--- src/rtl/sdram_bt_pkg.sv ---
package sdram_bt_pkg;

   typedef enum logic [2:0] {
      BS_IDLE    = 3'd0,
      BS_OPENING = 3'd1,
      BS_OPEN    = 3'd2,
      BS_READ    = 3'd3,
      BS_WRITE   = 3'd4,
      BS_CLOSING = 3'd5
   } bank_st_e;

   typedef enum logic [2:0] {
      CMD_NOP,
      CMD_ACT,
      CMD_RD,
      CMD_WR,
      CMD_PRE,
      CMD_REF,
      CMD_MRS,
      CMD_STOP
   } cmd_e;

   localparam int BLC_W       = 3;
   localparam int BL_LOG2_MAX = 3;

   function automatic int imax(input int a, input int b);
      return (a > b) ? a : b;
   endfunction

endpackage

--- src/rtl/sdram_bt_decode.sv ---
module sdram_bt_decode
   import sdram_bt_pkg::*;
#(
   parameter int CNT_W = 5
) (
   input  logic             cs_n,
   input  logic             ras_n,
   input  logic             cas_n,
   input  logic             we_n,
   input  logic [BLC_W-1:0] bl_code_i,
   output cmd_e             cmd_o,
   output logic             is_op_o,
   output logic             full_page_o,
   output logic [CNT_W-1:0] bl_cycles_o
);

   if (CNT_W < BL_LOG2_MAX + 1) begin : g_bad_cnt_w
      $error("counter too narrow for the longest burst");
   end

   always_comb begin
      if (cs_n) begin
         cmd_o = CMD_NOP;
      end else begin
         unique case ({ras_n, cas_n, we_n})
            3'b011:  cmd_o = CMD_ACT;
            3'b101:  cmd_o = CMD_RD;
            3'b100:  cmd_o = CMD_WR;
            3'b010:  cmd_o = CMD_PRE;
            3'b001:  cmd_o = CMD_REF;
            3'b000:  cmd_o = CMD_MRS;
            3'b110:  cmd_o = CMD_STOP;
            default: cmd_o = CMD_NOP;
         endcase
      end
   end

   assign is_op_o     = (cmd_o != CMD_NOP);
   assign full_page_o = bl_code_i[BLC_W-1];
   assign bl_cycles_o = CNT_W'(1) << bl_code_i[1:0];

endmodule

--- src/rtl/sdram_bt_refresh.sv ---
module sdram_bt_refresh #(
   parameter int T_RC  = 9,
   parameter int CNT_W = 5
) (
   input  logic clk,
   input  logic rst_n,
   input  logic start_i,
   output logic busy_o
);

   if (T_RC < 2) begin : g_bad_trc
      $error("T_RC must be at least 2");
   end

   logic [CNT_W-1:0] cnt_q;

   always_ff @(posedge clk) begin
      if (!rst_n) begin
         cnt_q <= '0;
      end else if (start_i) begin
         cnt_q <= CNT_W'(T_RC - 1);
      end else if (cnt_q != '0) begin
         cnt_q <= cnt_q - 1'b1;
      end
   end

   assign busy_o = (cnt_q != '0);

   assert_ref_only_when_free_R10 : assert property (@(posedge clk) disable iff (!rst_n)
      start_i |-> !busy_o);

   assert_ref_window_R10 : assert property (@(posedge clk) disable iff (!rst_n)
      start_i |=> busy_o);

endmodule

--- src/rtl/sdram_bt_bank.sv ---
module sdram_bt_bank
   import sdram_bt_pkg::*;
#(
   parameter int T_RCD = 3,
   parameter int T_RP  = 3,
   parameter int T_RAS = 6,
   parameter int T_RC  = 9,
   parameter int T_WR  = 2,
   parameter int ROW_W = 12,
   parameter int CNT_W = 5
) (
   input  logic             clk,
   input  logic             rst_n,
   input  logic             do_act_i,
   input  logic             do_rd_i,
   input  logic             do_wr_i,
   input  logic             do_pre_i,
   input  logic             auto_pre_i,
   input  logic             full_page_i,
   input  logic [CNT_W-1:0] bl_cycles_i,
   input  logic [ROW_W-1:0] row_i,
   output bank_st_e         state_o,
   output logic             can_act_o,
   output logic             can_rw_o,
   output logic             can_pre_o,
   output logic [ROW_W-1:0] row_o
);

   bank_st_e         st_q, st_eff;
   logic [CNT_W-1:0] cnt_q;
   logic [CNT_W-1:0] rc_q;
   logic [CNT_W-1:0] ras_q;
   logic             ap_q, fp_q;
   logic [ROW_W-1:0] row_q;
   logic             timed, endless, done, open_like;

   assign timed   = (st_q == BS_OPENING) || (st_q == BS_READ) ||
                    (st_q == BS_WRITE)   || (st_q == BS_CLOSING);
   assign endless = fp_q && ((st_q == BS_READ) || (st_q == BS_WRITE));
   assign done    = timed && !endless && (cnt_q == '0);

   always_comb begin
      st_eff = st_q;
      if (done) begin
         unique case (st_q)
            BS_OPENING:        st_eff = BS_OPEN;
            BS_READ, BS_WRITE: st_eff = ap_q ? BS_CLOSING : BS_OPEN;
            BS_CLOSING:        st_eff = BS_IDLE;
            default:           st_eff = st_q;
         endcase
      end
   end

   assign open_like = (st_eff == BS_OPEN) || (st_eff == BS_READ) || (st_eff == BS_WRITE);

   assign can_act_o = (st_eff == BS_IDLE) && (rc_q == '0);
   assign can_rw_o  = (st_eff == BS_OPEN) ||
                      (((st_eff == BS_READ) || (st_eff == BS_WRITE)) && !ap_q);
   assign can_pre_o = (st_eff == BS_IDLE) || (st_eff == BS_CLOSING) ||
                      ((ras_q == '0) && ((st_eff == BS_OPEN) ||
                                         ((st_eff == BS_READ) && !ap_q) ||
                                         ((st_eff == BS_WRITE) && fp_q)));

   always_ff @(posedge clk) begin
      if (!rst_n) begin
         st_q  <= BS_IDLE;
         cnt_q <= '0;
         rc_q  <= '0;
         ras_q <= '0;
         ap_q  <= 1'b0;
         fp_q  <= 1'b0;
         row_q <= '0;
      end else begin
         if (rc_q != '0)  rc_q  <= rc_q - 1'b1;
         if (ras_q != '0) ras_q <= ras_q - 1'b1;
         if (do_act_i) begin
            st_q  <= BS_OPENING;
            cnt_q <= CNT_W'(T_RCD - 1);
            rc_q  <= CNT_W'(T_RC - 1);
            ras_q <= CNT_W'(T_RAS - 1);
            row_q <= row_i;
            ap_q  <= 1'b0;
            fp_q  <= 1'b0;
         end else if (do_rd_i) begin
            st_q  <= BS_READ;
            cnt_q <= bl_cycles_i - 1'b1;
            ap_q  <= auto_pre_i;
            fp_q  <= full_page_i;
         end else if (do_wr_i) begin
            st_q  <= BS_WRITE;
            cnt_q <= bl_cycles_i + CNT_W'(T_WR) - CNT_W'(2);
            ap_q  <= auto_pre_i;
            fp_q  <= full_page_i;
         end else if (do_pre_i && open_like) begin
            st_q  <= BS_CLOSING;
            cnt_q <= CNT_W'(T_RP - 1);
            ap_q  <= 1'b0;
            fp_q  <= 1'b0;
         end else begin
            st_q <= st_eff;
            if (done && (st_eff == BS_CLOSING)) begin
               cnt_q <= CNT_W'(T_RP - 1);
            end else if (cnt_q != '0) begin
               cnt_q <= cnt_q - 1'b1;
            end
            if (done) begin
               ap_q <= 1'b0;
               fp_q <= 1'b0;
            end
         end
      end
   end

   assign state_o = st_eff;
   assign row_o   = row_q;

   assert_act_only_idle_R3 : assert property (@(posedge clk) disable iff (!rst_n)
      do_act_i |-> (st_eff == BS_IDLE) && (rc_q == '0));

   assert_idle_left_by_act_R2 : assert property (@(posedge clk) disable iff (!rst_n)
      ((st_eff == BS_IDLE) && !do_act_i) |=> (st_eff == BS_IDLE));

   assert_rw_after_rcd_R4 : assert property (@(posedge clk) disable iff (!rst_n)
      (do_rd_i || do_wr_i) |-> (st_eff != BS_OPENING) && (st_eff != BS_IDLE));

   assert_pre_after_ras_R8 : assert property (@(posedge clk) disable iff (!rst_n)
      (do_pre_i && open_like) |-> (ras_q == '0));

endmodule

--- src/rtl/sdram_bank_tracker.sv ---
module sdram_bank_tracker
   import sdram_bt_pkg::*;
#(
   parameter int NUM_BANKS = 4,
   parameter int ROW_W     = 12,
   parameter int T_RCD     = 3,
   parameter int T_RP      = 3,
   parameter int T_RAS     = 6,
   parameter int T_RC      = 9,
   parameter int T_WR      = 2,
   localparam int BA_W     = $clog2(NUM_BANKS)
) (
   input  logic                       clk,
   input  logic                       rst_n,
   input  logic                       cs_n,
   input  logic                       ras_n,
   input  logic                       cas_n,
   input  logic                       we_n,
   input  logic [BA_W-1:0]            bank_i,
   input  logic [ROW_W-1:0]           addr_i,
   input  logic [BLC_W-1:0]           bl_code_i,
   output logic [3*NUM_BANKS-1:0]     bank_state_o,
   output logic [ROW_W*NUM_BANKS-1:0] open_row_o,
   output logic                       all_idle_o,
   output logic                       illegal_o,
   output logic [BA_W-1:0]            illegal_bank_o
);

   localparam int MAX_D = imax(imax(imax(T_RC, T_RAS), imax(T_RCD, T_RP)),
                               (1 << BL_LOG2_MAX) + T_WR);
   localparam int CNT_W = $clog2(MAX_D + 1);

   if (NUM_BANKS < 2 || (1 << BA_W) != NUM_BANKS) begin : g_bad_banks
      $error("NUM_BANKS must be a power of two of at least 2");
   end
   if (ROW_W < 11) begin : g_bad_row
      $error("ROW_W must cover address bit 10");
   end
   if (T_RCD < 1 || T_RP < 1 || T_RAS < 1 || T_WR < 1) begin : g_bad_timing
      $error("timing parameters must be at least one cycle");
   end

   cmd_e             cmd;
   logic             is_op, full_page, opt_bit, ref_busy, ref_start;
   logic [CNT_W-1:0] bl_cycles;

   sdram_bt_decode #(.CNT_W(CNT_W)) u_decode (
      .cs_n        (cs_n),
      .ras_n       (ras_n),
      .cas_n       (cas_n),
      .we_n        (we_n),
      .bl_code_i   (bl_code_i),
      .cmd_o       (cmd),
      .is_op_o     (is_op),
      .full_page_o (full_page),
      .bl_cycles_o (bl_cycles)
   );

   assign opt_bit = addr_i[10];

   sdram_bt_refresh #(.T_RC(T_RC), .CNT_W(CNT_W)) u_refresh (
      .clk     (clk),
      .rst_n   (rst_n),
      .start_i (ref_start),
      .busy_o  (ref_busy)
   );

   bank_st_e             bank_st [NUM_BANKS];
   logic [NUM_BANKS-1:0] can_act, can_rw, can_pre, bank_idle;
   logic [NUM_BANKS-1:0] act_v, rd_v, wr_v, pre_v, sel;

   for (genvar g = 0; g < NUM_BANKS; g++) begin : g_bank
      sdram_bt_bank #(
         .T_RCD (T_RCD), .T_RP (T_RP), .T_RAS (T_RAS), .T_RC (T_RC),
         .T_WR  (T_WR),  .ROW_W(ROW_W), .CNT_W(CNT_W)
      ) u_bank (
         .clk         (clk),
         .rst_n       (rst_n),
         .do_act_i    (act_v[g]),
         .do_rd_i     (rd_v[g]),
         .do_wr_i     (wr_v[g]),
         .do_pre_i    (pre_v[g]),
         .auto_pre_i  (opt_bit),
         .full_page_i (full_page),
         .bl_cycles_i (bl_cycles),
         .row_i       (addr_i),
         .state_o     (bank_st[g]),
         .can_act_o   (can_act[g]),
         .can_rw_o    (can_rw[g]),
         .can_pre_o   (can_pre[g]),
         .row_o       (open_row_o[ROW_W*g +: ROW_W])
      );
      assign bank_state_o[3*g +: 3] = bank_st[g];
      assign bank_idle[g]           = (bank_st[g] == BS_IDLE);
   end

   logic            all_free, legal;
   logic [BA_W-1:0] first_bad, hit_bank;

   assign all_free = (&bank_idle) && !ref_busy;
   assign sel      = NUM_BANKS'(1) << bank_i;

   always_comb begin
      first_bad = '0;
      for (int i = NUM_BANKS - 1; i >= 0; i--) begin
         if (!can_pre[i]) first_bad = BA_W'(i);
      end
   end

   always_comb begin
      legal    = 1'b1;
      hit_bank = bank_i;
      if (ref_busy && is_op) begin
         legal = 1'b0;
      end else begin
         unique case (cmd)
            CMD_ACT: legal = can_act[bank_i];
            CMD_RD,
            CMD_WR:  legal = can_rw[bank_i] && !(opt_bit && full_page);
            CMD_PRE: begin
               if (opt_bit) begin
                  legal    = &can_pre;
                  hit_bank = first_bad;
               end else begin
                  legal = can_pre[bank_i];
               end
            end
            CMD_REF,
            CMD_MRS: legal = all_free;
            default: legal = 1'b1;
         endcase
      end
   end

   assign act_v     = (legal && cmd == CMD_ACT) ? sel : '0;
   assign rd_v      = (legal && cmd == CMD_RD)  ? sel : '0;
   assign wr_v      = (legal && cmd == CMD_WR)  ? sel : '0;
   assign pre_v     = (legal && cmd == CMD_PRE) ? (opt_bit ? '1 : sel) : '0;
   assign ref_start = legal && (cmd == CMD_REF);

   always_ff @(posedge clk) begin
      if (!rst_n) begin
         illegal_o      <= 1'b0;
         illegal_bank_o <= '0;
      end else begin
         illegal_o      <= !legal;
         illegal_bank_o <= hit_bank;
      end
   end

   assign all_idle_o = all_free;

   assert_flag_needs_command_R11 : assert property (@(posedge clk) disable iff (!rst_n)
      illegal_o |-> $past(is_op));

   assert_refresh_blocks_R10 : assert property (@(posedge clk) disable iff (!rst_n)
      (ref_busy && is_op) |=> illegal_o);

   assert_strobes_onehot_R2 : assert property (@(posedge clk) disable iff (!rst_n)
      $onehot0(act_v | rd_v | wr_v));

endmodule

--- config.mk ---
export PLATFORM = sky130hd
export DESIGN_NAME = sdram_bank_tracker
export DESIGN_NICKNAME = d
export VERILOG_FILES = /design/src/rtl/sdram_bt_pkg.sv /design/src/rtl/sdram_bt_decode.sv /design/src/rtl/sdram_bt_refresh.sv /design/src/rtl/sdram_bt_bank.sv /design/src/rtl/sdram_bank_tracker.sv
export SDC_FILE = /design/constraint.sdc
export NUM_CORES = 1
export LEC_CHECK = 0
export CORE_ASPECT_RATIO = 1.5
export CORE_MARGIN = 4
export CORE_UTILIZATION = 52
export CTS_CLUSTER_SIZE = 10
export DETAILED_ROUTE_END_ITERATION = 12
export GPL_TIMING_DRIVEN = 1
export PLACE_DENSITY = 0.72
export SYNTH_ARGS = -nofsm -noshare
export SYNTH_HDL_FRONTEND = slang
export SYNTH_SLANG_ARGS = --single-unit
--- constraint.sdc ---
create_clock -name clk -period 7.3 [get_ports clk]
set_clock_uncertainty 0.15 [all_clocks]
set_input_delay 1.095 -clock clk [delete_from_list [all_inputs] [get_ports clk]]
set_output_delay 1.095 -clock clk [all_outputs]
set_load 0.1 [all_outputs]
======== After elaboration in Yosys (flattened, before gate mapping) ========
Cells that the tools add are included.
W data, S select, Z words.
word-level totals
  word-level logic and storage cells ...... 410
  bits in registers ....................... 123
  output and inout port bits .............. 64
  input bits .............................. 23
operators by class
  magnitude comparators ................... 1
  shifts and indexed selects .............. 2
  eq/ne operators ......................... 44
  bitwise operators ....................... 1
  add/subtract/negate cells ............... 16
  mux-type cells .......................... 117
  reduce and logical (&&, ||, !) cells .... 177
operators with widths
  cell                   number
  $mux W4                35
  $mux W3                25
  $reduce_bool A4 Y1     17
  $eq A3 B3 Y1 const B   22
  $sub A4 B1 Y4 const B  14
  $logic_and A1 B1 Y1    49
  $eq A3 B2 Y1 const B   16
  $logic_not A4 Y1       12
  $logic_or A1 B1 Y1     48
  $pmux W3 S3            4
  $mux W1                33
  $mux W2                15
  $reduce_bool A6 Y1     4
  $reduce_or A2 Y1       11
  $pmux W3 S7            1
  $reduce_bool A5 Y1     4
  $eq A3 B1 Y1 const B   6
  $reduce_bool A2 Y1     9
  $logic_not A3 Y1       5
  $reduce_or A3 Y1       4
  $logic_not A1 Y1       11
  $reduce_and A4 Y1      2
  $shl A1 B2 Y4 const A  2
  $bmux W1 S2            3
  6 further kinds        6

======== Logic depth before layout (Yosys ltp) ========
Gate-level depths: netlist of run 1.
  word-level depth ........................ 25
  depth in mapped cells ................... 15
  gate-level depth less buffers ........... 11

======== Hierarchy ========
Synthesis of run 1 repeated with hierarchy kept, for this count alone.
second synthesis, totals
  cell total of the unflattened synthesis .. 907
  area, all modules ....................... 7,402.1 sq um
by module, submodules not included
  module                                 instances  sequential area each (sq um)  area each (sq um)  cells an instance
  sdram_bt_bank at g_bank[0].u_bank ...  3          580.6                         1,640.3            198
  sdram_bt_bank at g_bank[3].u_bank      1          580.6                         1,674.1            204
  sdram_bank_tracker                     1          60.1                          515.5              73
  sdram_bt_refresh                       1          80.1                          205.2              22
  sdram_bt_decode                        1          0.0                           86.3               14

======== Worst setup path after synthesis of run 1 ========
OpenSTA, ideal clock, no wires.
  path type ............................... register to output
  from .................................... reg g_bank[1].u_bank.cnt_q[0]
  to ...................................... out all_idle_o
  data required time ...................... 6,055 ps
  cell stages (with the launch flop) ...... 7
  path buffers ............................ 0
  arrival ................................. 4,061 ps
  setup slack ............................. 1,994 ps
  cells stage by stage .................... dfxtp_1 > inv_1 > ha_1 > nand4bb_1 > a211oi_1 > nand2_1 > nor4_1
on the way
  longest elaborated chain between the ends .. 6
ends and longest elaborated chain
  item                    line                       source
  from (decl)             sdram_bt_bank.sv:30        logic [CNT_W-1:0] cnt_q;
  from (signal assigned)  sdram_bt_bank.sv:78        cnt_q <= CNT_W'(T_RCD - 1);
  from (signal assigned)  sdram_bt_bank.sv:86        cnt_q <= bl_cycles_i - 1'b1;
  from (signal assigned)  sdram_bt_bank.sv:91        cnt_q <= bl_cycles_i + CNT_W'(T_WR) - CNT_W'(2);
  $logic_not A4 Y1        sdram_bt_bank.sv:40        assign done = timed && !endless && (cnt_q == '0);
  $logic_and A1 B1 Y1     sdram_bt_bank.sv:40
  $mux W3                 sdram_bt_bank.sv:44        if (done) begin
  $logic_not A3 Y1        sdram_bank_tracker.sv:94   assign bank_idle[g] = (bank_st[g] == BS_IDLE);
  $reduce_and A4 Y1       sdram_bank_tracker.sv:100  assign all_free = (&bank_idle) && !ref_busy;
  $logic_and A1 B1 Y1     sdram_bank_tracker.sv:100
  to (decl)               sdram_bank_tracker.sv:24   output logic all_idle_o,
No other way between the ends.

======== Worst setup path in the final report of run 1 ========
  from .................................... reg g_bank[0].u_bank.cnt_q[0]
  to ...................................... out bank_state_o[0]
on the way
  longest elaborated chain between the ends .. 3
ends and longest elaborated chain
  item                    line                      source
  from (decl)             sdram_bt_bank.sv:30
  from (signal assigned)  sdram_bt_bank.sv:78
  from (signal assigned)  sdram_bt_bank.sv:86
  from (signal assigned)  sdram_bt_bank.sv:91
  $logic_not A4 Y1        sdram_bt_bank.sv:40
  $logic_and A1 B1 Y1     sdram_bt_bank.sv:40
  $mux W3                 sdram_bt_bank.sv:44
  to (decl)               sdram_bank_tracker.sv:22  output logic [3*NUM_BANKS-1:0] bank_state_o,
No other way between the ends.

==> results by stage, run 1 <==
Yosys:
- In this run, synthesis produced a sequential element count of 123.
- The Yosys step of the flow raised 0 warnings.
- The cell count after synthesis is 922.
- The number of nets handed over by synthesis was 964.
- The share of synthesized area spent on multiplexers is 3.20%.
- Of all flip-flops after synthesis, the portion carrying an async set or reset was 0%.
- The number of flops mapped to enable cells by yosys is 0.
- The most common flop cell mapped by yosys is sky130_fd_sc_hd__dfxtp_1.
- The adder-cell area share of the yosys netlist is 3.34%.
- The cell taking the most area after synthesis is sky130_fd_sc_hd__dfxtp_1.
- In the post-synthesis netlist, the biggest area contributors are sky130_fd_sc_hd__dfxtp_1 (35%), sky130_fd_sc_hd__a21oi_1 (8.0%), sky130_fd_sc_hd__nand2_1 (7.1%).
- The complex-gate fraction of the synthesized area is 24.7%.
- Sequential elements use 34.6% of the synthesized area.
- After synthesis, the netlist uses 79 different library cells.
- By area, the combinational part of the netlist is dominated by simple AND/OR/NAND/NOR gates.
- Of the total synthesized cell area, the portion taken by AND, OR, NAND and NOR gates is 26.5%.
- The area share of the largest cell type after synthesis is 34.6%.
- Of the total synthesized cell area, the portion taken by XOR and XNOR cells is 2.58%.
- The netlist area before placement is 7120 sq um.
- The average instance in the mapped netlist occupies 7.72 sq um.

Setup path:
- The arrival time reported for the critical path endpoint is 3820 ps.
- The worst setup path is captured at an output port.
- The buffering stage count on the worst path with inverters included is 2.
- The cell with the largest stage delay on the worst path is sky130_fd_sc_hd__clkdlybuf4s50_1.
- The kind of cell adding the most delay to the critical path is buffers and inverters.
- The critical path in this run is classified as flop to output port.
- Traced cell by cell, the critical path runs through inv_1, ha_1, nor3b_1, o21ai_0, nor2_1, a21o_1, clkdlybuf4s50_1.
- Of all nets on the critical path, the largest fanout is 6.
- The critical path required time is 6050 ps.
- For this run, the slowest stage of the critical path takes 1140 ps.
- The length in cells of the worst reg-to-reg path is 11.
- The number of cells on the critical path is 7.
- STA classifies the critical path startpoint as a flop.

Floorplanning:
- The cell row count is 52.
- The core box area is 13500 sq um.
- The die outline width is 104 um.
- The starting utilization of the core area is 52.8%.
- The floorplan step defined a die boundary enclosing 15700 sq um.
- The count of pins on the block boundary is 87.
- In this run the vertical extent of the chip is 151 um.

Detailed routing:
- The count of antenna-violating nets left after detailed routing is 0.
- The first detailed-routing pass took 6 iterations.
- The total DRC errors in the routed layout is 0.
- Summing over every cut layer, the via total after detailed routing is 7085.
- After detailed routing, the total wire length is 21700 um.
- In the final routed layout, each cell accounts on average for 18.7 um.
- The DRC violation total after the first TritonRoute iteration is 502.
- The number of vias per cell is 6.11.

STA:
- The final max-slew violation count is 0.
- Setup repair after global routing left no endpoint under its margin.
- The final critical path takes up 69.3% of the cycle.
- The count of endpoints failing hold in the final timing report was 0.
- The worst slew slack as a fraction of its limit is 15.4%.
- The minimum clock period is 5060 ps.
- The worst hold margin is 298 ps.
- For this run, the top clock speed supported by timing is 0.198 GHz.
- Setup violations remaining at the end of the flow were counted as 0.
- The accumulated negative setup slack is 0 ps.
- The transition time of the tightest slew-check pin is 1260 ps.

Layout:
- In the layout the commonest cells are sky130_fd_sc_hd__nand2_1 (134), sky130_fd_sc_hd__dfxtp_1 (123), sky130_fd_sc_hd__a21oi_1 (114).
- Across the whole layout, storage elements account for 2460 sq um.
- The post-layout instance count excluding filler cells is 1159.
- The number of inserted diodes is 0.
- The most common cell after layout, fill and taps aside is sky130_fd_sc_hd__nand2_1.
- In the final layout, the multi-input gates occupy 4290 sq um.
- In the final design database the tool counted 1026 nets.
- The final instance area is 8650 sq um.
- The filler cell count is 1157.
- Of the cells placed in the final design, the portion with a size suffix greater than 1 is 7.72%.
- The area growth from synthesis to layout is 21.6%.

Clock network:
- The number of hold buffers added after CTS was 0.
- Clock tree synthesis inserted a total of 17 buffers.
- Counting along the longest clock path gives a buffer depth of 2.
- Clock-pin slew was measured on the worst setup and hold paths at 60 ps.
- The number of gates resized after CTS was 0.
- Post-CTS timing repair inserted 0 buffers for setup.
- The number of sinks on the clock net is 123.
- For the worst-skew pair, the clock arrives at the later sink with an insertion delay of 420 ps.
- The cell sitting at the root of the clock tree is a sky130_fd_sc_hd__clkbuf_16.
- The CTS tree is built.
- In this run the number of H-tree levels came out at 4.

Placement:
- The total of buffers placed on input and output ports is 86.
- The post-detailed-placement cell area is 8020 sq um.
- The placer congestion estimate is 0.964.
- The cell total after placement is 1127.
- The detailed-placement wirelength estimate is 15400 um.

Power and ir drop:
- VDD sags by at most 0.000176 V.
- The leakage power total is 3.24 nW.
- The total power density per cell area is 337 nW/um^2.

Flow run:
- Across the run, the number of max-cap violations was 0.

Global routing:
- Global routing used 27.5% of the available tracks across all layers.
- The initial antenna violation count is 1.
- Entering global routing, the biggest net connects 60 pins.
- The number of global-route vias before repair is 6788.
- The first global-routing pass estimated 34600 um of wire.
- The residual overflow from global routing is 0.

Outcome:
- The flow ran to the end, and the final reports show no timing, DRC or antenna violations.

Worst hold path:
- The worst hold path belongs to the class flop to flop.
- Along the worst hold path, the cell count comes to 2.
flip-flops by register name, summed over array words and instances, names as in the netlist:
| name | count |
|---|---|
| g_bank.u_bank.st_q | 12 |
| g_bank.u_bank.row_o | 48 |
| g_bank.u_bank.ap_q | 4 |
| illegal_o | 1 |
| g_bank.u_bank.ras_q | 16 |
| g_bank.u_bank.fp_q | 4 |
| g_bank.u_bank.cnt_q | 16 |
| u_refresh.cnt_q | 4 |
| g_bank.u_bank.rc_q | 16 |
| illegal_bank_o | 2 |
metal layers:
layer  global-route usage, %  up-vias  routed length (um)
li1                        -     3408                   -
met1                    30.5     3268                8320
met2                    48.2      328               10600
met3                    7.21       79                1770
met4                    15.4        2                1030
met5                       0        -                  13
worst min-delay path, stage by stage, from the launching register on:
cell	delay, ps
sky130_fd_sc_hd__dfxtp_1	300
sky130_fd_sc_hd__nand2_1	50
sky130_fd_sc_hd__a21oi_1	50
area by class of cell:
| cell class | count | area share, % |
|---|---|---|
| flip-flops and latches | 123 | 28.5 |
| clock buffers | 18 | 4.96 |
| inverters | 42 | 1.82 |
| clock inverters | 14 | 2.40 |
| well taps | 162 | 2.34 |
| multi-input cells | 708 | 49.6 |
| repair buffers | 92 | 10.5 |
worst paths after layout:
| check | from | endpoint | slack, ps |
|---|---|---|---|
| hold reg to reg | g_bank[0].u_bank.row_o[6] | g_bank[0].u_bank.row_o[6] | 300 |
| setup reg to reg | g_bank[1].u_bank.cnt_q[0] | g_bank[3].u_bank.cnt_q[1] | 2680 |
| hold / removal | g_bank[0].u_bank.row_o[6] | g_bank[0].u_bank.row_o[6] | 300 |
| setup / recovery | g_bank[0].u_bank.cnt_q[0] | bank_state_o[0] | 2240 |
cell usage after synthesis, types with 14 or more instances:
cell and count:
sky130_fd_sc_hd__nand2_1 134, sky130_fd_sc_hd__dfxtp_1 123, sky130_fd_sc_hd__a21oi_1 114, sky130_fd_sc_hd__nor2_1 76, sky130_fd_sc_hd__inv_1 42, sky130_fd_sc_hd__clkbuf_1 32
sky130_fd_sc_hd__o21ai_0 32, sky130_fd_sc_hd__nor3_1 28, sky130_fd_sc_hd__nand2b_1 27, sky130_fd_sc_hd__ha_1 19, sky130_fd_sc_hd__mux2i_1 16, sky130_fd_sc_hd__nand3_1 15
sky130_fd_sc_hd__nor2b_1 15, sky130_fd_sc_hd__xnor2_1 15, sky130_fd_sc_hd__a211oi_1 14
stage by stage:
| stage | utilization [%] | power [W] | worst slack [ps] |
|---|---|---|---|
| 3_5_place_dp | 59.5 | 0.00198 | 2060 |
| 6_report | 64.3 | 0.00291 | 2240 |
| 2_1_floorplan | - | 0.00175 | 1990 |
| 5_1_grt | 64.3 | 0.00309 | 2060 |
| 3_3_place_gp | 59.5 | 0.00197 | 2090 |
| 4_1_cts | 64.3 | 0.00291 | 2320 |
kinds of logic (layout without fill, tap and decap cells):
logic type,Yosys count,after routing
simple gates,377,377
compound gates,269,269
flops,123,123
buf+inv,91,166
mux,22,22
xor+xnor,21,21
fa+ha+maj,19,19
power by group:
part / leakage [nW] / switching, W / total [W] / internal (W)
Sequential: 1.00 / 0.000102 / 0.000898 / 0.000796
Clock: 0.304 / 0.000338 / 0.000917 / 0.000579
Combinational: 1.93 / 0.000652 / 0.00110 / 0.000445
(Power assumes the default switching activity.)
==> run 2, diff against run 1 <==
--- a/config.mk
+++ b/config.mk
@@ -7,11 +7,11 @@
 export LEC_CHECK = 0
 export CORE_ASPECT_RATIO = 1.5
 export CORE_MARGIN = 4
-export CORE_UTILIZATION = 52
+export CORE_UTILIZATION = 51
 export CTS_CLUSTER_SIZE = 10
 export DETAILED_ROUTE_END_ITERATION = 12
 export GPL_TIMING_DRIVEN = 1
-export PLACE_DENSITY = 0.72
+export PLACE_DENSITY = 0.74
 export SYNTH_ARGS = -nofsm -noshare
 export SYNTH_HDL_FRONTEND = slang
 export SYNTH_SLANG_ARGS = --single-unit
==> constraint.sdc (replaced) <==
create_clock -name clk -period 4.1 [get_ports clk]
set_clock_uncertainty 0.15 [all_clocks]
set_input_delay 0.615 -clock clk [delete_from_list [all_inputs] [get_ports clk]]
set_output_delay 0.615 -clock clk [all_outputs]
set_load 0.1 [all_outputs]
==> results by stage, run 2 (same netlist as run 1, synthesis figures left out) <==
Detailed routing:
- The count of TritonRoute iterations in the first routing pass is 6 (unchanged).
- The total DRC errors in the routed layout is 0 (unchanged).
- The DRC violation total after the first TritonRoute iteration is 670 (+33%).
- The number of vias per cell came to 6.05 (-1.1%).
- The average routed wire per standard cell is 18.6 um (-0.36%).
- The total wire length after detailed routing is 22100 um (+1.9%).
- The overall via count from detail_route is 7166 (+1.1%).
- The count of antenna-violating nets left after detailed routing is 0 (unchanged).

Floorplanning:
- The starting utilization of the core area was 52.3% (-0.51 points).
- The die outline width is 104 um (+0.90%).
- The die outline height is 153 um (+0.93%).
- The cell row count is 52 (unchanged).
- The count of pins on the block boundary was 87 (unchanged).
- The core box area was 13600 sq um (+0.97%).
- The area of the die is 15900 sq um (+1.8%).

STA:
- Dividing the final minimum period by the clock period gives 93.6%.
- The worst hold margin is 302 ps (+3.34 ps).
- The accumulated negative setup slack is 0 ps (unchanged).
- The highest achievable clock rate is 0.261 GHz.
- Setup repair after global routing left no endpoint under its margin.
- The count of endpoints failing hold in the final timing report is 0 (unchanged).
- The clock period could shrink to 3840 ps.
- The final max-slew violation count is 0 (unchanged).
- The worst slew slack as a fraction of its limit is 30.8% (+15 points).
- The number of setup violations in the final report is 0 (unchanged).
- The transition time of the tightest slew-check pin is 1030 ps (-221 ps).

Layout:
- The synthesis-to-finish area growth is 23.3%.
- The final instance area came to 8770 sq um (+1.4%).
- The final core utilization is 64.5% (+0.25 points).
- In the layout the commonest cells are sky130_fd_sc_hd__nand2_1 (134), sky130_fd_sc_hd__dfxtp_1 (123), sky130_fd_sc_hd__a21oi_1 (114).
- The share of post-route cells with drive strength above 1 is 11.5% (+3.8 points).
- The most common cell after layout, fill and taps aside is sky130_fd_sc_hd__nand2_1.
- The post-layout instance count excluding filler cells is 1185 (+2.2%).
- The number of flip-flops in the largest register was 48 (unchanged).
- The net total in the final layout came to 1052 (+2.5%).
- The number of inserted diodes came to 0 (unchanged).

Setup path:
- The register-to-register setup slack is 260 ps (-2420 ps).
- The critical path ends at g_bank[0].u_bank.cnt_q[2].
- The endpoint type of the worst setup path is a flop.
- The arrival time reported for the critical path endpoint was 3980 ps (+160 ps).
- The length in cells of the worst reg-to-reg path came to 12 (+1).
- The type of the worst setup path is flop to flop.
- The capture instance of the worst register-to-register path is g_bank[0].u_bank.cnt_q[2].
- In this run the worst setup path begins at g_bank[3].u_bank.cnt_q[0].
- The critical path required time is 4240 ps (-1810 ps).
- The launching element type of the critical path is a flop.
- The biggest fanout along the worst timing path was 18 (+12).
- The startpoint of the worst-slack reg-to-reg timing path is g_bank[3].u_bank.cnt_q[0].

Placement:
- The post-detailed-placement cell area is 8190 sq um (+2.1%).
- The total of buffers placed on input and output ports came to 86 (unchanged).
- The cell total after placement is 1153 (+2.3%).
- The placer congestion estimate is 1.03 (+6.9%).
- The detailed-placement wirelength estimate was 16200 um (+4.8%).

Global routing:
- The number of global-route vias before repair is 6753 (-0.52%).
- The total routing usage reported by global routing was 27.4% (-0.082 points).
- The first-pass GRT wire length is 35300 um (+2.0%).
- The residual overflow from global routing is 0 (unchanged).
- The largest net degree at the start of global routing is 37 (-38%).
- The initial antenna violation count is 0 (-1).

Outcome:
- The flow ran to the end, and the final reports show no timing, DRC or antenna violations.

Worst hold path:
- The path category of the worst min-delay check is flop to flop.

Clock network:
- The cell chosen for the clock root is sky130_fd_sc_hd__clkbuf_16.
- The total clock buffers created by CTS is 17 (unchanged).
- The number of setup buffers added after CTS is 0 (unchanged).
- The count of hold-fix buffers inserted at cts is 0 (unchanged).
- The maximum number of buffers from clock root to sink was 2 (unchanged).
- The post-cts resize count came to 0 (unchanged).
- The clock slew at the register clock pins of the worst setup and hold paths was 60 ps (about the same).
- The number of sinks on the clock net is 123 (unchanged).
- The source-to-sink clock delay at the later pin of the worst-skew pair is 420 ps (about the same).
- The H-tree level count is 4 (unchanged).
- TritonCTS built the clock tree.

Power and ir drop:
- The leakage power total was 3.37 nW (+4.1%).
- The peak ir drop on the vdd network was 0.000342 V (+94%).
- The total power density per cell area is 581 nW/um^2 (+73%).

Flow run:
- The number of max-capacitance violations reported is 0 (unchanged).
-- run 2: cell type report --
class	instances	area, sq um
fillers	1214	4830
multi-input cells	708	4300
flip-flops and latches	123	2460
repair buffers	118	1070
clock buffers	18	439
well taps	162	203
inverters	42	158
clock inverters	14	146
-- run 2: metal layers --
layer / track usage (%) / part of all wire [%] / up-vias
li1: - / - / 3464
met1: 30.8 / 39 / 3324
met2: 48.0 / 50 / 301
met3: 6.99 / 7.2 / 77
met4: 13.2 / 4.6 / 0
met5: 0 / 0 / -
-- run 2: power by group --
part	leakage, nW	internal (W)	switching [W]
clock network	0.283	0.000872	0.000628
logic	2.08	0.000844	0.00115
registers	1.00	0.00142	0.000181
total	3.37	0.00313	0.00196
-- run 2: per-stage QoR --
step                      worst slack [ps]  total power, W
after floorplan                       53.6         0.00312
after global placement                 280         0.00356
after detailed placement               239         0.00359
after CTS                              255         0.00511
after global routing                  62.5         0.00543
final                                  262         0.00510
-- run 2: how the worst min path moves through the flow --
| stage | endpoint | cells after the start | start |
|---|---|---|---|
| 2_1_floorplan | g_bank[0].u_bank.rc_q[2] | 2 | g_bank[0].u_bank.rc_q[2] |
| 3_3_place_gp | g_bank[2].u_bank.row_o[5] | 2 | g_bank[2].u_bank.row_o[5] |
| 3_5_place_dp | g_bank[0].u_bank.row_o[6] | 2 | g_bank[0].u_bank.row_o[6] |
| 4_1_cts | g_bank[2].u_bank.row_o[3] | 2 | g_bank[2].u_bank.row_o[3] |
| 5_1_grt | g_bank[2].u_bank.row_o[3] | 2 | g_bank[2].u_bank.row_o[3] |
| 6_report | g_bank[2].u_bank.row_o[9] | 2 | g_bank[2].u_bank.row_o[9] |
-- run 2: worst max-delay path, stage by stage, from the launching register on --
cell	delay, ps
sky130_fd_sc_hd__dfxtp_1	330
sky130_fd_sc_hd__inv_1	110
sky130_fd_sc_hd__ha_1	210
sky130_fd_sc_hd__or3b_2	490
sky130_fd_sc_hd__o32a_1	360
sky130_fd_sc_hd__a31oi_1	230
sky130_fd_sc_hd__a2111oi_0	140
sky130_fd_sc_hd__a2111o_1	440
sky130_fd_sc_hd__a21oi_4	320
sky130_fd_sc_hd__buf_4	210
sky130_fd_sc_hd__nand3_4	210
sky130_fd_sc_hd__nand2_1	370
sky130_fd_sc_hd__nor4_1	110
==> run 3, diff against run 2 <==
==> constraint.sdc (replaced) <==
create_clock -name clk -period 4.1 [get_ports clk]
set_clock_uncertainty 0.15 [all_clocks]
set_input_delay 0.615 -clock clk [delete_from_list [all_inputs] [get_ports clk]]
set_output_delay 0.615 -clock clk [all_outputs]
set_load 0.01 [all_outputs]
==> results by stage, run 3 (same netlist as run 1, synthesis figures left out) <==
Outcome:
- The run finished with clean final reports.

Setup path:
- The launching element of the worst setup path is g_bank[3].u_bank.cnt_q[0].
- The worst setup path is of the flop to flop kind.
- The register-to-register setup slack was 250 ps (about the same).
- The capture instance of the worst register-to-register path is g_bank[3].u_bank.row_o[7].
- The launching element type of the critical path is a flop.
- The endpoint type of the worst setup path is a flop.
- The length in cells of the worst reg-to-reg path is 13 (+1).
- The arrival time reported for the critical path endpoint is 3970 ps (about the same).
- The biggest fanout along the worst timing path is 12 (-6).
- The critical path required time is 4210 ps (-30 ps).
- The startpoint of the worst-slack reg-to-reg timing path is g_bank[3].u_bank.cnt_q[0].

Layout:
- The filler cell count is 1175 (-3.2%).
- The synthesis-to-finish area growth is 24.0%.
- The final instance area came to 8830 sq um (+0.63%).
- The sequential cell area was 2460 sq um (unchanged).
- The multi-input gate area in the final layout is 4290 sq um (-0.15%).
- The number of inserted diodes is 0 (unchanged).
- The post-layout instance count excluding filler cells was 1191 (+0.51%).
- The final core utilization is 64.9% (+0.40 points).
- The most common cell after layout, fill and taps aside is sky130_fd_sc_hd__nand2_1.
- The net total in the final layout is 1059 (+0.67%).
- The share of post-route cells with drive strength above 1 came to 10.7% (-0.84 points).
- The number of flip-flops in the largest register is 48 (unchanged).
- The top cell types in the final layout, fill and taps aside, are sky130_fd_sc_hd__nand2_1 (134), sky130_fd_sc_hd__dfxtp_1 (123), sky130_fd_sc_hd__a21oi_1 (114).

Worst hold path:
- The min-delay analysis places its worst path in the category flop to flop.
- The worst hold path begins at g_bank[3].u_bank.row_o[4].
- For hold timing, the worst endpoint is g_bank[3].u_bank.row_o[4].
- The number of stages on the worst hold path is 2 (unchanged).

Global routing:
- The first-pass GRT wire length is 35000 um (-1.0%).
- The number of global-route vias before repair is 6941 (+2.8%).
- The total routing usage reported by global routing is 27.0% (-0.42 points).
- The residual overflow from global routing is 0 (unchanged).
- The largest net degree at the start of global routing is 61 (+65%).
- The initial antenna violation count came to 0 (unchanged).

Placement:
- The post-detailed-placement cell area is 8270 sq um (+0.96%).
- The placer congestion estimate is 0.981 (-4.7%).
- The detailed-placement wirelength estimate is 16100 um (-0.25%).
- The cell total after placement is 1160 (+0.61%).
- The post-placement worst setup slack is 217 ps (-21.7 ps).
- The total of buffers placed on input and output ports is 86 (unchanged).

STA:
- The accumulated negative setup slack is 0 ps (unchanged).
- The transition time of the tightest slew-check pin is 686 ps (-348 ps).
- The slack of the critical path was 249 ps (-13.6 ps).
- The number of setup violations in the final report is 0 (unchanged).
- The highest achievable clock rate came to 0.260 GHz (-0.35%).
- The worst slew slack as a fraction of its limit came to 54.1% (+23 points).
- The portion of the clock cycle consumed by the worst path in the final layout is 93.9% (+0.33 points).
- Setup repair after global routing left no endpoint under its margin.
- The minimum clock period is 3850 ps (+13.6 ps).
- The count of endpoints failing hold in the final timing report is 0 (unchanged).
- The final max-slew violation count is 0 (unchanged).

Clock network:
- The clock slew at the register clock pins of the worst setup and hold paths came to 60 ps (about the same).
- The number of setup buffers added after CTS was 0 (unchanged).
- The source-to-sink clock delay at the later pin of the worst-skew pair came to 410 ps (about the same).
- The cell chosen for the clock root is sky130_fd_sc_hd__clkbuf_16.
- The CTS tree is built.
- The total clock buffers created by CTS is 17 (unchanged).
- The H-tree level count was 4 (unchanged).
- The maximum number of buffers from clock root to sink was 2 (unchanged).
- The count of hold-fix buffers inserted at cts came to 0 (unchanged).
- The number of sinks on the clock net came to 123 (unchanged).
- The post-cts resize count was 0 (unchanged).

Floorplanning:
- The area of the die is 15900 sq um (unchanged).
- The count of pins on the block boundary is 87 (unchanged).
- The cell row count is 52 (unchanged).
- The core box area is 13600 sq um (unchanged).
- The die outline height is 153 um (unchanged).
- The die outline width was 104 um (unchanged).
- The starting utilization of the core area came to 52.3% (unchanged).

Detailed routing:
- The number of vias per cell is 5.99 (-1.0%).
- The overall via count from detail_route is 7129 (-0.52%).
- The average routed wire per standard cell was 18.2 um (-2.4%).
- The count of antenna-violating nets left after detailed routing is 0 (unchanged).
- The total DRC errors in the routed layout is 0 (unchanged).
- The total wire length after detailed routing is 21700 um (-1.9%).
- The count of TritonRoute iterations in the first routing pass is 6 (unchanged).
- The DRC violation total after the first TritonRoute iteration is 486 (-27%).

Power and ir drop:
- The leakage power total is 3.37 nW (about the same).
- The peak ir drop on the vdd network was 0.000288 V (-16%).
- The total power density per cell area came to 557 nW/um^2 (-4.1%).

Flow run:
- The number of max-capacitance violations reported is 0 (unchanged).
-- run 3: per-stage QoR --
stage,total power (W),hold WS (ps)
after floorplan,0.00297,310
after global placement,0.00345,287
after detailed placement,0.00347,296
after CTS,0.00493,305
after global routing,0.00524,326
final,0.00492,301
-- run 3: area by class of cell --
cell class,count,share of cell area (%)
flip-flops and latches,123,27.9
clock buffers,17,4.82
clock inverters,14,1.55
well taps,162,2.30
multi-input cells,708,48.6
inverters,42,1.79
repair buffers,125,13.1
-- run 3: power by group --
group	switching [W]	leakage [nW]	total, W	internal [W]
registers	0.000178	1.00	0.00160	0.00142
clock network	0.000600	0.273	0.00144	0.000844
logic	0.00101	2.09	0.00188	0.000867
total	0.00179	3.37	0.00492	0.00313
-- run 3: critical path, stage by stage (launching register included) --
cell	delay, ps
sky130_fd_sc_hd__dfxtp_1	320
sky130_fd_sc_hd__inv_1	100
sky130_fd_sc_hd__ha_1	210
sky130_fd_sc_hd__or3b_2	500
sky130_fd_sc_hd__o32a_1	360
sky130_fd_sc_hd__a31oi_1	230
sky130_fd_sc_hd__a2111oi_0	100
sky130_fd_sc_hd__buf_4	150
sky130_fd_sc_hd__a2111o_1	430
sky130_fd_sc_hd__a21oi_4	370
sky130_fd_sc_hd__nand3_1	320
sky130_fd_sc_hd__buf_4	290
sky130_fd_sc_hd__nand2_1	80
sky130_fd_sc_hd__a21oi_1	60
-- run 3: worst max path at each step --
stage	end	slack [ps]	cells after the start
after floorplan	g_bank[0].u_bank.cnt_q[2]	800	14
after global placement	g_bank[3].u_bank.row_o[5]	270	10
after detailed placement	g_bank[2].u_bank.row_o[4]	220	11
after CTS	g_bank[2].u_bank.row_o[0]	250	13
after global routing	g_bank[3].u_bank.row_o[10]	20	13
final	g_bank[3].u_bank.row_o[7]	250	13
-- run 3: layer usage --
metal / wire length [um] / part of all wire, % / GRT usage [%]
met1: 8440 / 39 / 29.9
met2: 10500 / 49 / 46.4
met3: 1730 / 8.0 / 8.31
met4: 981 / 4.5 / 13.7
met5: 0 / 0 / 0
